==> src/rtl/i2c_mrx_pkg.sv <==
package i2c_mrx_pkg;

  localparam int DATA_W = 8;

  localparam logic [7:0] CODE_START      = 8'h08;
  localparam logic [7:0] CODE_RSTART     = 8'h10;
  localparam logic [7:0] CODE_WADDR_ACK  = 8'h18;
  localparam logic [7:0] CODE_WADDR_NACK = 8'h20;
  localparam logic [7:0] CODE_LOST       = 8'h38;
  localparam logic [7:0] CODE_RADDR_ACK  = 8'h40;
  localparam logic [7:0] CODE_RADDR_NACK = 8'h48;
  localparam logic [7:0] CODE_RX_ACK     = 8'h50;
  localparam logic [7:0] CODE_RX_NACK    = 8'h58;
  localparam logic [7:0] CODE_NONE       = 8'hF8;

  typedef enum logic [3:0] {
    ST_IDLE, ST_WAITFREE, ST_START, ST_RSTART, ST_ADDR,
    ST_ADDRACK, ST_RXBIT, ST_RXACK, ST_STOP, ST_HOLD
  } ctrlState_e;

  typedef struct packed {
    logic phaseClr;
    logic loadAddr;
    logic bitClr;
    logic shiftTx;
    logic shiftRx;
    logic commitRx;
  } dpStrobe_t;

endpackage

==> src/rtl/i2c_mrx_datapath.sv <==
module i2c_mrx_datapath
  import i2c_mrx_pkg::*;
#(
  parameter int CLK_DIV = 8
) (
  input  logic              clk,
  input  logic              rstN,
  input  dpStrobe_t         strobe,
  input  logic              sampleBit,
  input  logic              dataWr,
  input  logic [DATA_W-1:0] dataIn,
  output logic              tick,
  output logic [1:0]        phase,
  output logic              lastBit,
  output logic              txBit,
  output logic              rwBit,
  output logic [DATA_W-1:0] dataOut
);

  localparam int DIV_W = (CLK_DIV > 1) ? $clog2(CLK_DIV) : 1;
  localparam int CNT_W = $clog2(DATA_W);
  localparam logic [DIV_W-1:0] DIV_TOP = DIV_W'(CLK_DIV - 1);
  localparam logic [CNT_W-1:0] BIT_TOP = CNT_W'(DATA_W - 1);

  logic [DIV_W-1:0]  divCnt;
  logic [CNT_W-1:0]  bitCnt;
  logic [DATA_W-1:0] shiftReg;
  logic [DATA_W-1:0] dataReg;
  logic              rwReg;

  assign tick    = (divCnt == DIV_TOP);
  assign lastBit = (bitCnt == BIT_TOP);
  assign txBit   = shiftReg[DATA_W-1];
  assign rwBit   = rwReg;
  assign dataOut = dataReg;

  always_ff @(posedge clk or negedge rstN) begin
    if (!rstN) begin
      divCnt <= '0;
      phase  <= 2'd0;
    end else if (strobe.phaseClr) begin
      divCnt <= '0;
      phase  <= 2'd0;
    end else if (tick) begin
      divCnt <= '0;
      phase  <= phase + 2'd1;
    end else begin
      divCnt <= divCnt + 1'b1;
    end
  end

  always_ff @(posedge clk or negedge rstN) begin
    if (!rstN) begin
      bitCnt   <= '0;
      shiftReg <= '0;
      rwReg    <= 1'b0;
    end else begin
      if (strobe.bitClr)
        bitCnt <= '0;
      else if (strobe.shiftTx || strobe.shiftRx)
        bitCnt <= bitCnt + 1'b1;
      if (strobe.loadAddr) begin
        shiftReg <= dataReg;
        rwReg    <= dataReg[0];
      end else if (strobe.shiftTx)
        shiftReg <= {shiftReg[DATA_W-2:0], 1'b0};
      else if (strobe.shiftRx)
        shiftReg <= {shiftReg[DATA_W-2:0], sampleBit};
    end
  end

  always_ff @(posedge clk or negedge rstN) begin
    if (!rstN)
      dataReg <= '0;
    else if (dataWr)
      dataReg <= dataIn;
    else if (strobe.commitRx)
      dataReg <= shiftReg;
  end

endmodule

==> src/rtl/i2c_mrx_control.sv <==
module i2c_mrx_control
  import i2c_mrx_pkg::*;
(
  input  logic       clk,
  input  logic       rstN,
  input  logic       tick,
  input  logic [1:0] phase,
  input  logic       lastBit,
  input  logic       txBit,
  input  logic       rwBit,
  input  logic       sclIn,
  input  logic       sdaIn,
  input  logic       ctrlWr,
  input  logic       ctrlStart,
  input  logic       ctrlStop,
  input  logic       ctrlAck,
  input  logic       ctrlClear,
  output dpStrobe_t  strobe,
  output logic       sampleBit,
  output logic       sclOe,
  output logic       sdaOe,
  output logic [7:0] status,
  output logic       eventFlag,
  output logic       stopPending
);

  ctrlState_e state;
  logic startReq, ackEn, sclLow, sdaLow, busFree, accept, idleGo;

  assign busFree     = sclIn && sdaIn;
  assign accept      = ctrlWr && ctrlClear && (state == ST_HOLD);
  assign idleGo      = ctrlWr && ctrlStart && (state == ST_IDLE);
  assign sclOe       = sclLow;
  assign sdaOe       = sdaLow;

  always_comb begin
    strobe          = '0;
    strobe.phaseClr = accept || (state == ST_WAITFREE && tick && busFree);
    strobe.loadAddr = accept && (status == CODE_START || status == CODE_RSTART);
    strobe.bitClr   = strobe.loadAddr ||
                      (accept && (status == CODE_RADDR_ACK || status == CODE_RX_ACK));
    strobe.shiftTx  = (state == ST_ADDR)  && tick && (phase == 2'd3);
    strobe.shiftRx  = (state == ST_RXBIT) && tick && (phase == 2'd3);
    strobe.commitRx = (state == ST_RXACK) && tick && (phase == 2'd0);
  end

  always_ff @(posedge clk or negedge rstN) begin
    if (!rstN) begin
      state       <= ST_IDLE;
      status      <= CODE_NONE;
      eventFlag   <= 1'b0;
      startReq    <= 1'b0;
      stopPending <= 1'b0;
      ackEn       <= 1'b0;
      sclLow      <= 1'b0;
      sdaLow      <= 1'b0;
      sampleBit   <= 1'b1;
    end else begin
      if (ctrlWr) begin
        startReq    <= ctrlStart;
        stopPending <= ctrlStop;
        ackEn       <= ctrlAck;
      end
      unique case (state)
        ST_IDLE: if (idleGo) state <= ST_WAITFREE;
        ST_WAITFREE: if (tick && busFree) state <= ST_START;
        ST_START: if (tick) begin
          if (phase == 2'd0) sdaLow <= 1'b1;
          if (phase == 2'd3) begin
            sclLow <= 1'b1; status <= CODE_START; eventFlag <= 1'b1; state <= ST_HOLD;
          end
        end
        ST_RSTART: if (tick) begin
          unique case (phase)
            2'd0: sdaLow <= 1'b0;
            2'd1: sclLow <= 1'b0;
            2'd2: sdaLow <= 1'b1;
            default: begin
              sclLow <= 1'b1; status <= CODE_RSTART; eventFlag <= 1'b1; state <= ST_HOLD;
            end
          endcase
        end
        ST_ADDR: if (tick) begin
          unique case (phase)
            2'd0: sdaLow <= ~txBit;
            2'd1: sclLow <= 1'b0;
            2'd2: begin
              sampleBit <= sdaIn;
              if (txBit && !sdaIn) begin
                sclLow <= 1'b0; sdaLow <= 1'b0; status <= CODE_LOST;
                eventFlag <= 1'b1; state <= ST_HOLD;
              end
            end
            default: begin
              sclLow <= 1'b1;
              if (lastBit) state <= ST_ADDRACK;
            end
          endcase
        end
        ST_ADDRACK: if (tick) begin
          unique case (phase)
            2'd0: sdaLow <= 1'b0;
            2'd1: sclLow <= 1'b0;
            2'd2: sampleBit <= sdaIn;
            default: begin
              sclLow <= 1'b1; eventFlag <= 1'b1; state <= ST_HOLD;
              if (rwBit) status <= sampleBit ? CODE_RADDR_NACK : CODE_RADDR_ACK;
              else       status <= sampleBit ? CODE_WADDR_NACK : CODE_WADDR_ACK;
            end
          endcase
        end
        ST_RXBIT: if (tick) begin
          unique case (phase)
            2'd0: sdaLow <= 1'b0;
            2'd1: sclLow <= 1'b0;
            2'd2: sampleBit <= sdaIn;
            default: begin
              sclLow <= 1'b1;
              if (lastBit) state <= ST_RXACK;
            end
          endcase
        end
        ST_RXACK: if (tick) begin
          unique case (phase)
            2'd0: sdaLow <= ackEn;
            2'd1: sclLow <= 1'b0;
            2'd2: if (!ackEn && !sdaIn) begin
              sclLow <= 1'b0; sdaLow <= 1'b0; status <= CODE_LOST;
              eventFlag <= 1'b1; state <= ST_HOLD;
            end
            default: begin
              sclLow <= 1'b1; eventFlag <= 1'b1; state <= ST_HOLD;
              status <= ackEn ? CODE_RX_ACK : CODE_RX_NACK;
            end
          endcase
        end
        ST_STOP: if (tick) begin
          unique case (phase)
            2'd0: sdaLow <= 1'b1;
            2'd1: sclLow <= 1'b0;
            2'd2: sdaLow <= 1'b0;
            default: begin
              stopPending <= 1'b0; status <= CODE_NONE;
              state <= startReq ? ST_WAITFREE : ST_IDLE;
            end
          endcase
        end
        ST_HOLD: if (accept) begin
          eventFlag <= 1'b0;
          unique case (status)
            CODE_START, CODE_RSTART:      state <= ST_ADDR;
            CODE_RADDR_ACK, CODE_RX_ACK:  state <= ST_RXBIT;
            CODE_LOST: begin
              status <= CODE_NONE;
              state  <= ctrlStart ? ST_WAITFREE : ST_IDLE;
            end
            default: begin
              if (ctrlStop)       state <= ST_STOP;
              else if (ctrlStart) state <= ST_RSTART;
            end
          endcase
        end
        default: state <= ST_IDLE;
      endcase
    end
  end

endmodule

==> src/rtl/i2c_master_rx_engine.sv <==
module i2c_master_rx_engine
  import i2c_mrx_pkg::*;
#(
  parameter int CLK_DIV = 8
) (
  input  logic              clk,
  input  logic              rstN,
  input  logic              sclIn,
  input  logic              sdaIn,
  output logic              sclOe,
  output logic              sdaOe,
  input  logic              ctrlWr,
  input  logic              ctrlStart,
  input  logic              ctrlStop,
  input  logic              ctrlAck,
  input  logic              ctrlClear,
  input  logic              dataWr,
  input  logic [DATA_W-1:0] dataIn,
  output logic [DATA_W-1:0] dataOut,
  output logic [7:0]        status,
  output logic              eventFlag,
  output logic              stopPending
);

  dpStrobe_t  strobe;
  logic       tick, lastBit, txBit, rwBit, sampleBit;
  logic [1:0] phase;

  i2c_mrx_datapath #(.CLK_DIV(CLK_DIV)) u_dp (
    .clk(clk), .rstN(rstN), .strobe(strobe), .sampleBit(sampleBit),
    .dataWr(dataWr), .dataIn(dataIn), .tick(tick), .phase(phase),
    .lastBit(lastBit), .txBit(txBit), .rwBit(rwBit), .dataOut(dataOut)
  );

  i2c_mrx_control u_ctrl (
    .clk(clk), .rstN(rstN), .tick(tick), .phase(phase), .lastBit(lastBit),
    .txBit(txBit), .rwBit(rwBit), .sclIn(sclIn), .sdaIn(sdaIn),
    .ctrlWr(ctrlWr), .ctrlStart(ctrlStart), .ctrlStop(ctrlStop),
    .ctrlAck(ctrlAck), .ctrlClear(ctrlClear), .strobe(strobe),
    .sampleBit(sampleBit), .sclOe(sclOe), .sdaOe(sdaOe), .status(status),
    .eventFlag(eventFlag), .stopPending(stopPending)
  );

endmodule

==> config.mk <==
export PLATFORM = sky130hd
export DESIGN_NAME = i2c_master_rx_engine
export DESIGN_NICKNAME = d
export VERILOG_FILES = /design/src/rtl/i2c_mrx_pkg.sv /design/src/rtl/i2c_mrx_datapath.sv /design/src/rtl/i2c_mrx_control.sv /design/src/rtl/i2c_master_rx_engine.sv
export SDC_FILE = /design/constraint.sdc
export NUM_CORES = 1
export LEC_CHECK = 0
export BUFFER_PORTS_ARGS = -buffer_cell sky130_fd_sc_hd__buf_2
export CORE_MARGIN = 5
export CORE_UTILIZATION = 58
export CTS_BUF_LIST = sky130_fd_sc_hd__clkbuf_16
export DETAILED_ROUTE_END_ITERATION = 6
export GPL_ROUTABILITY_DRIVEN = 0
export GPL_TIMING_DRIVEN = 0
export HOLD_SLACK_MARGIN = 0.05
export PLACE_DENSITY = 0.78
export SETUP_SLACK_MARGIN = 0.2
export SYNTH_ARGS = -nofsm -noshare
export SYNTH_HDL_FRONTEND = slang
export SYNTH_SLANG_ARGS = --single-unit
==> constraint.sdc <==
create_clock -name clk -period 2.8 [get_ports clk]
set_clock_uncertainty 0.15 [all_clocks]
set_input_delay 0.42 -clock clk [delete_from_list [all_inputs] [get_ports clk]]
set_output_delay 0.42 -clock clk [all_outputs]
set_load 0.1 [all_outputs]
Word level (Yosys, flattened, before mapping)
Cells that the tools add are included.

Reductions and logical operators: 50. Equal/unequal tests: 58. Mux-type cells: 97. Bitwise logic cells: 1. Add/sub/neg operators: 3.

Operator list (number): 2-to-1 mux 8 bit (21); 2-to-1 mux 4 bit (21); case mux 8 bit (7 select lines) (1); case mux 4 bit (9 select lines) (1); inequality test 2 bit, second input constant (16); 2-to-1 mux 1 bit (31); inequality test 2 x 1 -> 1 bit, second input constant (15); AND reduction 20 bit (1); logical AND 1 bit (18); AND reduction 17 bit (1); == test 4 x 3 -> 1 bit, second input constant (4); == test 8 x 7 -> 1 bit, second input constant (2); case mux 4 bit (2 select lines) (2); case mux 8 bit (2 select lines) (1); inequality test 3 bit, second input constant (5); AND reduction 15 bit (1); AND reduction 13 bit (1); 2-to-1 mux 3 bit (4); case mux 1 bit (2 select lines) (6); case mux 4 bit (3 select lines) (1); AND reduction 12 bit (1); OR reduction 2 bit (6); case mux 1 bit (5 select lines) (2); nonzero test 5 bit (2); 28 further kinds (45).

Output and inout bits: 20. Input bits: 18. Word-level logic and storage cells: 224. Register bits: 44.

Depth between registers and ports, before layout
Depth in word-level cells: 6. Mapped depth: 9. Gate-level depth less buffers: 8.

Hierarchy
A second synthesis with hierarchy kept.

Cells, all modules: 317. Area, all modules: 2960.3 um^2.

Modules (own cells, without submodules): i2c_mrx_control (times used 1, sequential area each 407.9 um^2, cells each 213, area an instance 1764.2 um^2); i2c_mrx_datapath (times used 1, sequential area each 625.6 um^2, cells each 104, area an instance 1196.1 um^2).

Worst setup path before layout
No wires, ideal clock.

Kind: register -> register. Start: register u_ctrl.status[4]. End: register u_ctrl.state[0]. Stages on the path, launching flop included: 8. Setup slack: 0.116 ns. Required time: 2.525 ns. Arrival time: 2.409 ns. Buffers on the path: 1. Setup time: 0.125 ns. Cell sequence: dfstp_2 > clkbuf_2 > nor2_1 > a21o_1 > a32oi_1 > nand2_1 > o311ai_2 > mux2_2.

Word-level cells in the longest chain between the ends: 5. Elaborated cells on any way between the ends: 12.

Ends and longest elaborated chain: start, declared (line i2c_mrx_control.sv:22) `output logic [7:0] status,`; start signal, assigned (line i2c_mrx_control.sv:107) `if (rwBit) status <= sampleBit ? CODE_RADDR_NACK : CODE_RADDR_ACK;`; start signal, assigned (line i2c_mrx_control.sv:108) `else status <= sampleBit ? CODE_WADDR_NACK : CODE_WADDR_ACK;`; start signal, assigned (line i2c_mrx_control.sv:133) `status <= ackEn ? CODE_RX_ACK : CODE_RX_NACK;`; == test 8 x 7 -> 1 bit, or another cell as far along (line i2c_mrx_control.sv:150) `unique case (status)`; OR reduction 2 bit (line i2c_mrx_control.sv:150); case mux 4 bit (3 select lines) (line i2c_mrx_control.sv:150); 2-to-1 mux 4 bit (line i2c_mrx_control.sv:148) `ST_HOLD: if (accept) begin`; case mux 4 bit (9 select lines) (line i2c_mrx_control.sv:64) `unique case (state)`; end signal, assigned (line i2c_mrx_control.sv:144) `state <= startReq ? ST_WAITFREE : ST_IDLE;`; end signal, assigned (line i2c_mrx_control.sv:155) `state <= ctrlStart ? ST_WAITFREE : ST_IDLE;`; end, declared (line i2c_mrx_control.sv:27) `ctrlState_e state;`.

Several ways; a longest one is shown, not always the timed one. The select of a mux whose other input is x is not followed. A chain may end at the register's enable or synchronous reset.

Final worst setup path
Start: register u_dp.divCnt[0]. End: register u_ctrl.state[2].

Word-level cells in the longest chain between the ends: 4. Elaborated cells on any way between the ends: 10.

Ends and longest elaborated chain: start, declared (line i2c_mrx_datapath.sv:25) `logic [DIV_W-1:0] divCnt;`; start signal, assigned (line i2c_mrx_datapath.sv:48) `divCnt <= divCnt + 1'b1;`; == test 3 bit * (line i2c_mrx_datapath.sv:31) `assign tick = (divCnt == DIV_TOP);`; logical AND 1 bit (line i2c_mrx_control.sv:66) `ST_WAITFREE: if (tick && busFree) state <= ST_START;`; inequality test 2 bit (no line); AND reduction 20 bit (no line) *.

Every way passes the cells marked *; elsewhere a longest branch is shown, timed or not.

==> impl_metrics.py <==
metrics = {
    "power": {
        "p_leak_nw": 1.45,
        "p_int_mw": 1.92,
        "comb_power_share_pct": 60.1,
        "pwr-share-seq_pct": 25.2,
        "peakVddDrop_mv": 0.591,
        "powerDensity_nw_per_um2": 1130,
        "clockPowerShare_pct": 14.7,
        "p_sw_mw": 1.84,
        "swShare_pct": 48.9,
    },
    "synth": {
        "synth_commonest_cells": "36 x nor2_1, 35 x dfrtp_1, 33 x a21oi_1, 28 x nand2_1",
        "synth_seq_cells": 41,
        "yosysTopAreaCell": "dfrtp_1",
        "ys_seq_area_share_pct": 36.6,
        "synthArstFlopShare_pct": 100,
        "yosysWarnings": 0,
        "yosysMostFrequentCell": "nor2_1",
        "syn_avg_cell_area_sq_um": 8.69,
        "synth-edff-count": 0,
        "netlist_instances": 325,
        "yosys-top-cells-area": "dfrtp_1 31%, mux2i_1 8.5%, a21oi_1 5.9%",
        "netlist-cell-type-count": 55,
        "netlist_area_sq_um": 2820,
        "synthFlopType": "dfrtp_1",
        "synth_top_area_share_pct": 31.0,
    },
    "routing": {
        "drc": 0,
        "drt_iter0_markers": 487,
        "first_pass_iters": 5,
        "route.vias.total": 2755,
        "wirelength_microns": 7650,
        "wl_per_cell_microns": 17.2,
        "vias_per_cell": 6.20,
        "ant_nets": 0,
    },
    "setup_path": {
        "critPathKind": "flop to flop",
        "worstSetupEndpointType": "flop",
        "timing.rr.end": "u_ctrl.state[2]",
        "reg2reg_depth": 9,
        "crit_slowest_cell": "mux2_2",
        "worst-path-max-fanout": 10,
        "required_ps": 2810,
        "worst-endpoint-arrival_ps": 2530,
        "path_buf_inv": 2,
        "critPathTopFamily": "compound AO/OA/AOI/OAI gates",
        "r2r-start": "u_dp.divCnt[0]",
        "path_cells": "ha_1 -> ha_1 -> clkbuf_2 -> clkbuf_2 -> o22ai_1 -> a21oi_1 -> a31o_2 -> o311ai_4 -> mux2_2",
        "regToRegSetupSlack_ps": 290,
        "max_stage_delay_ps": 390,
        "worstSetupStartpointType": "flop",
    },
    "sta": {
        "drv_slew": 0,
        "setup_slack_ps": 286,
        "setup_viol": 0,
        "finalCritPeriodShare_pct": 89.8,
        "hold_violations": 0,
        "period_needed_ps": 2510,
        "worst_pin_slew_ps": 894,
        "slew_headroom_pct": 40.4,
        "rsz0062_at_grt": "no",
        "tns_ps": 0,
        "max_freq_mhz": 398,
    },
    "floorplan": {
        "ios": 38,
        "design.core.area_sq_um": 4720,
        "die_h_microns": 79.8,
        "rows": 25,
        "dieArea_sq_um": 6360,
        "start_util_pct": 59.8,
        "die_w_microns": 79.8,
    },
    "place": {
        "dp_hpwl_microns": 5380,
        "dpl_worst_slack_ps": 69.1,
        "dp_cells": 428,
        "placed_area_sq_um": 3090,
        "numPortBuffers": 34,
    },
    "layout": {
        "antennaDiodeCount": 0,
        "fill_cells": 379,
        "drive_above_1_share_pct": 24.7,
        "finish.instance_area_sq_um": 3340,
        "num-nets-final": 404,
        "utilization_pct": 70.6,
        "final_cells": 444,
        "areaGrowthSynthToFinish_pct": 18.2,
    },
    "clock_tree": {
        "cts_tree": "built",
        "cts_root_buf": "clkbuf_16",
        "numCtsBuffers": 5,
        "clockBufferDepth": 2,
        "clk_pin_slew_ps": 60,
        "cts.sinks": 41,
        "cts_hold_buf": 0,
        "insertion_delay_ps": 280,
        "ctsHtreeMaxLevel": 2,
    },
    "global_routing": {
        "antenna_found_initial": 0,
        "overflow": 0,
        "grt_max_degree": 42,
        "grt_pass1_vias": 2580,
        "grt_pass1_wl_microns": 12300,
        "grt_usage_pct": 24.9,
    },
    "min_path": {
        "hold_class": "input port to asynchronous set/reset pin",
    },
    "run": {
        "drv_cap": 0,
    },
    "status": {
        "status": "finished clean",
    },
}
## timing repair
action / 4_1_cts / 5_1_grt
pin swaps: 2 / 1
setup buffers: 3 / 5
resized for setup: 3 / 9
setup endpoints to repair: 17 / 15
## layout by cell type, fill, tap and decap left out, drive strengths merged, types with 3 or more instances in the layout
master	instances
buf	60
nor2	36
dfrtp	35
a21oi	33
nand2	28
mux2i	24
o21ai	24
inv	15
clkbuf	12
ha	10
mux2	10
nor3	8
nand3	7
dfstp	6
a31oi	5
nor2b	5
o31ai	5
xnor2	4
and3	3
clkinv	3
nand2b	3
nand3b	3
o22ai	3
conb	3
a32oi	3
## stage by stage
stage | power [mW] | hold slack (ps)
2_1_floorplan | 2.57 | -25.6
3_3_place_gp | 2.97 | 276
3_5_place_dp | 3.01 | 287
4_1_cts | 3.61 | 143
5_1_grt | 3.99 | 197
6_report | 3.76 | 109
## how the worst max path moves through the flow
stage	start	to	cells past startpoint	slack (ps)
floorplan	u_ctrl.status[4]	u_ctrl.state[0]	7	220
global placement	u_ctrl.state[2]	u_dp.shiftReg[0]	8	50
detailed placement	u_ctrl.state[2]	u_dp.shiftReg[7]	8	70
CTS	u_dp.phase[0]	u_ctrl.status[3]	9	240
global route	u_dp.divCnt[0]	u_ctrl.state[2]	9	210
finish	u_dp.divCnt[0]	u_ctrl.state[2]	9	290
## power groups by stage
stage	sequential [mW]	combinational, mW	clock (mW)
floorplan	1.31	1.26	0
global placement	0.945	2.02	0
detailed placement	0.959	2.05	0
CTS	0.944	2.10	0.567
global route	0.972	2.42	0.592
finish	0.945	2.26	0.554
## state kept, by name, summed over array words and instances (netlist names)
signal              flops
u_ctrl.ackEn            1
u_ctrl.eventFlag        1
u_ctrl.sampleBit        1
u_ctrl.sclOe            1
u_ctrl.sdaOe            1
u_ctrl.startReq         1
u_ctrl.state            4
u_ctrl.status           5
u_ctrl.stopPending      1
u_dp.bitCnt             3
u_dp.dataOut            8
u_dp.divCnt             3
u_dp.phase              2
u_dp.rwBit              1
u_dp.shiftReg           8
## area by class of cell
| type | count | area (sq um) | area share, % |
|---|---|---|---|
| multi-input cells | 246 | 1640 | 49.1 |
| inverters | 15 | 56.3 | 1.69 |
| flip-flops and latches | 41 | 1040 | 31.2 |
| clock inverters | 3 | 16.3 | 0.487 |
| well taps | 67 | 83.8 | 2.51 |
| repair buffers | 42 | 230 | 6.90 |
| clock buffers | 5 | 125 | 3.75 |
| plain buffers | 25 | 145 | 4.35 |
## cell families (layout without fill, tap and decap cells)
group / Yosys count / count (layout) / synth area share [%]
AOI/OAI and AO/OA: 90 / 90 / 19.7
xor gates and xnor gates: 6 / 6 / 1.86
adders and majority gates: 10 / 10 / 4.43
buffers and inverters: 40 / 90 / 6.74
DFF: 41 / 41 / 36.6
muxes: 34 / 34 / 12.9
other: 1 / 3 / 0.133
and+or+nand+nor: 103 / 103 / 17.6
## layer usage
layer	share of wire, %	up-vias	global-route usage (%)	wire [microns]
met5	0	-	0	0
li1	-	1252	-	-
met2	46	193	38.6	3510
met1	40	1270	33.1	3090
met3	9.7	40	5.64	745
met4	3.9	0	11.3	298
No activity file was read; power rests on OpenSTA's default activity.
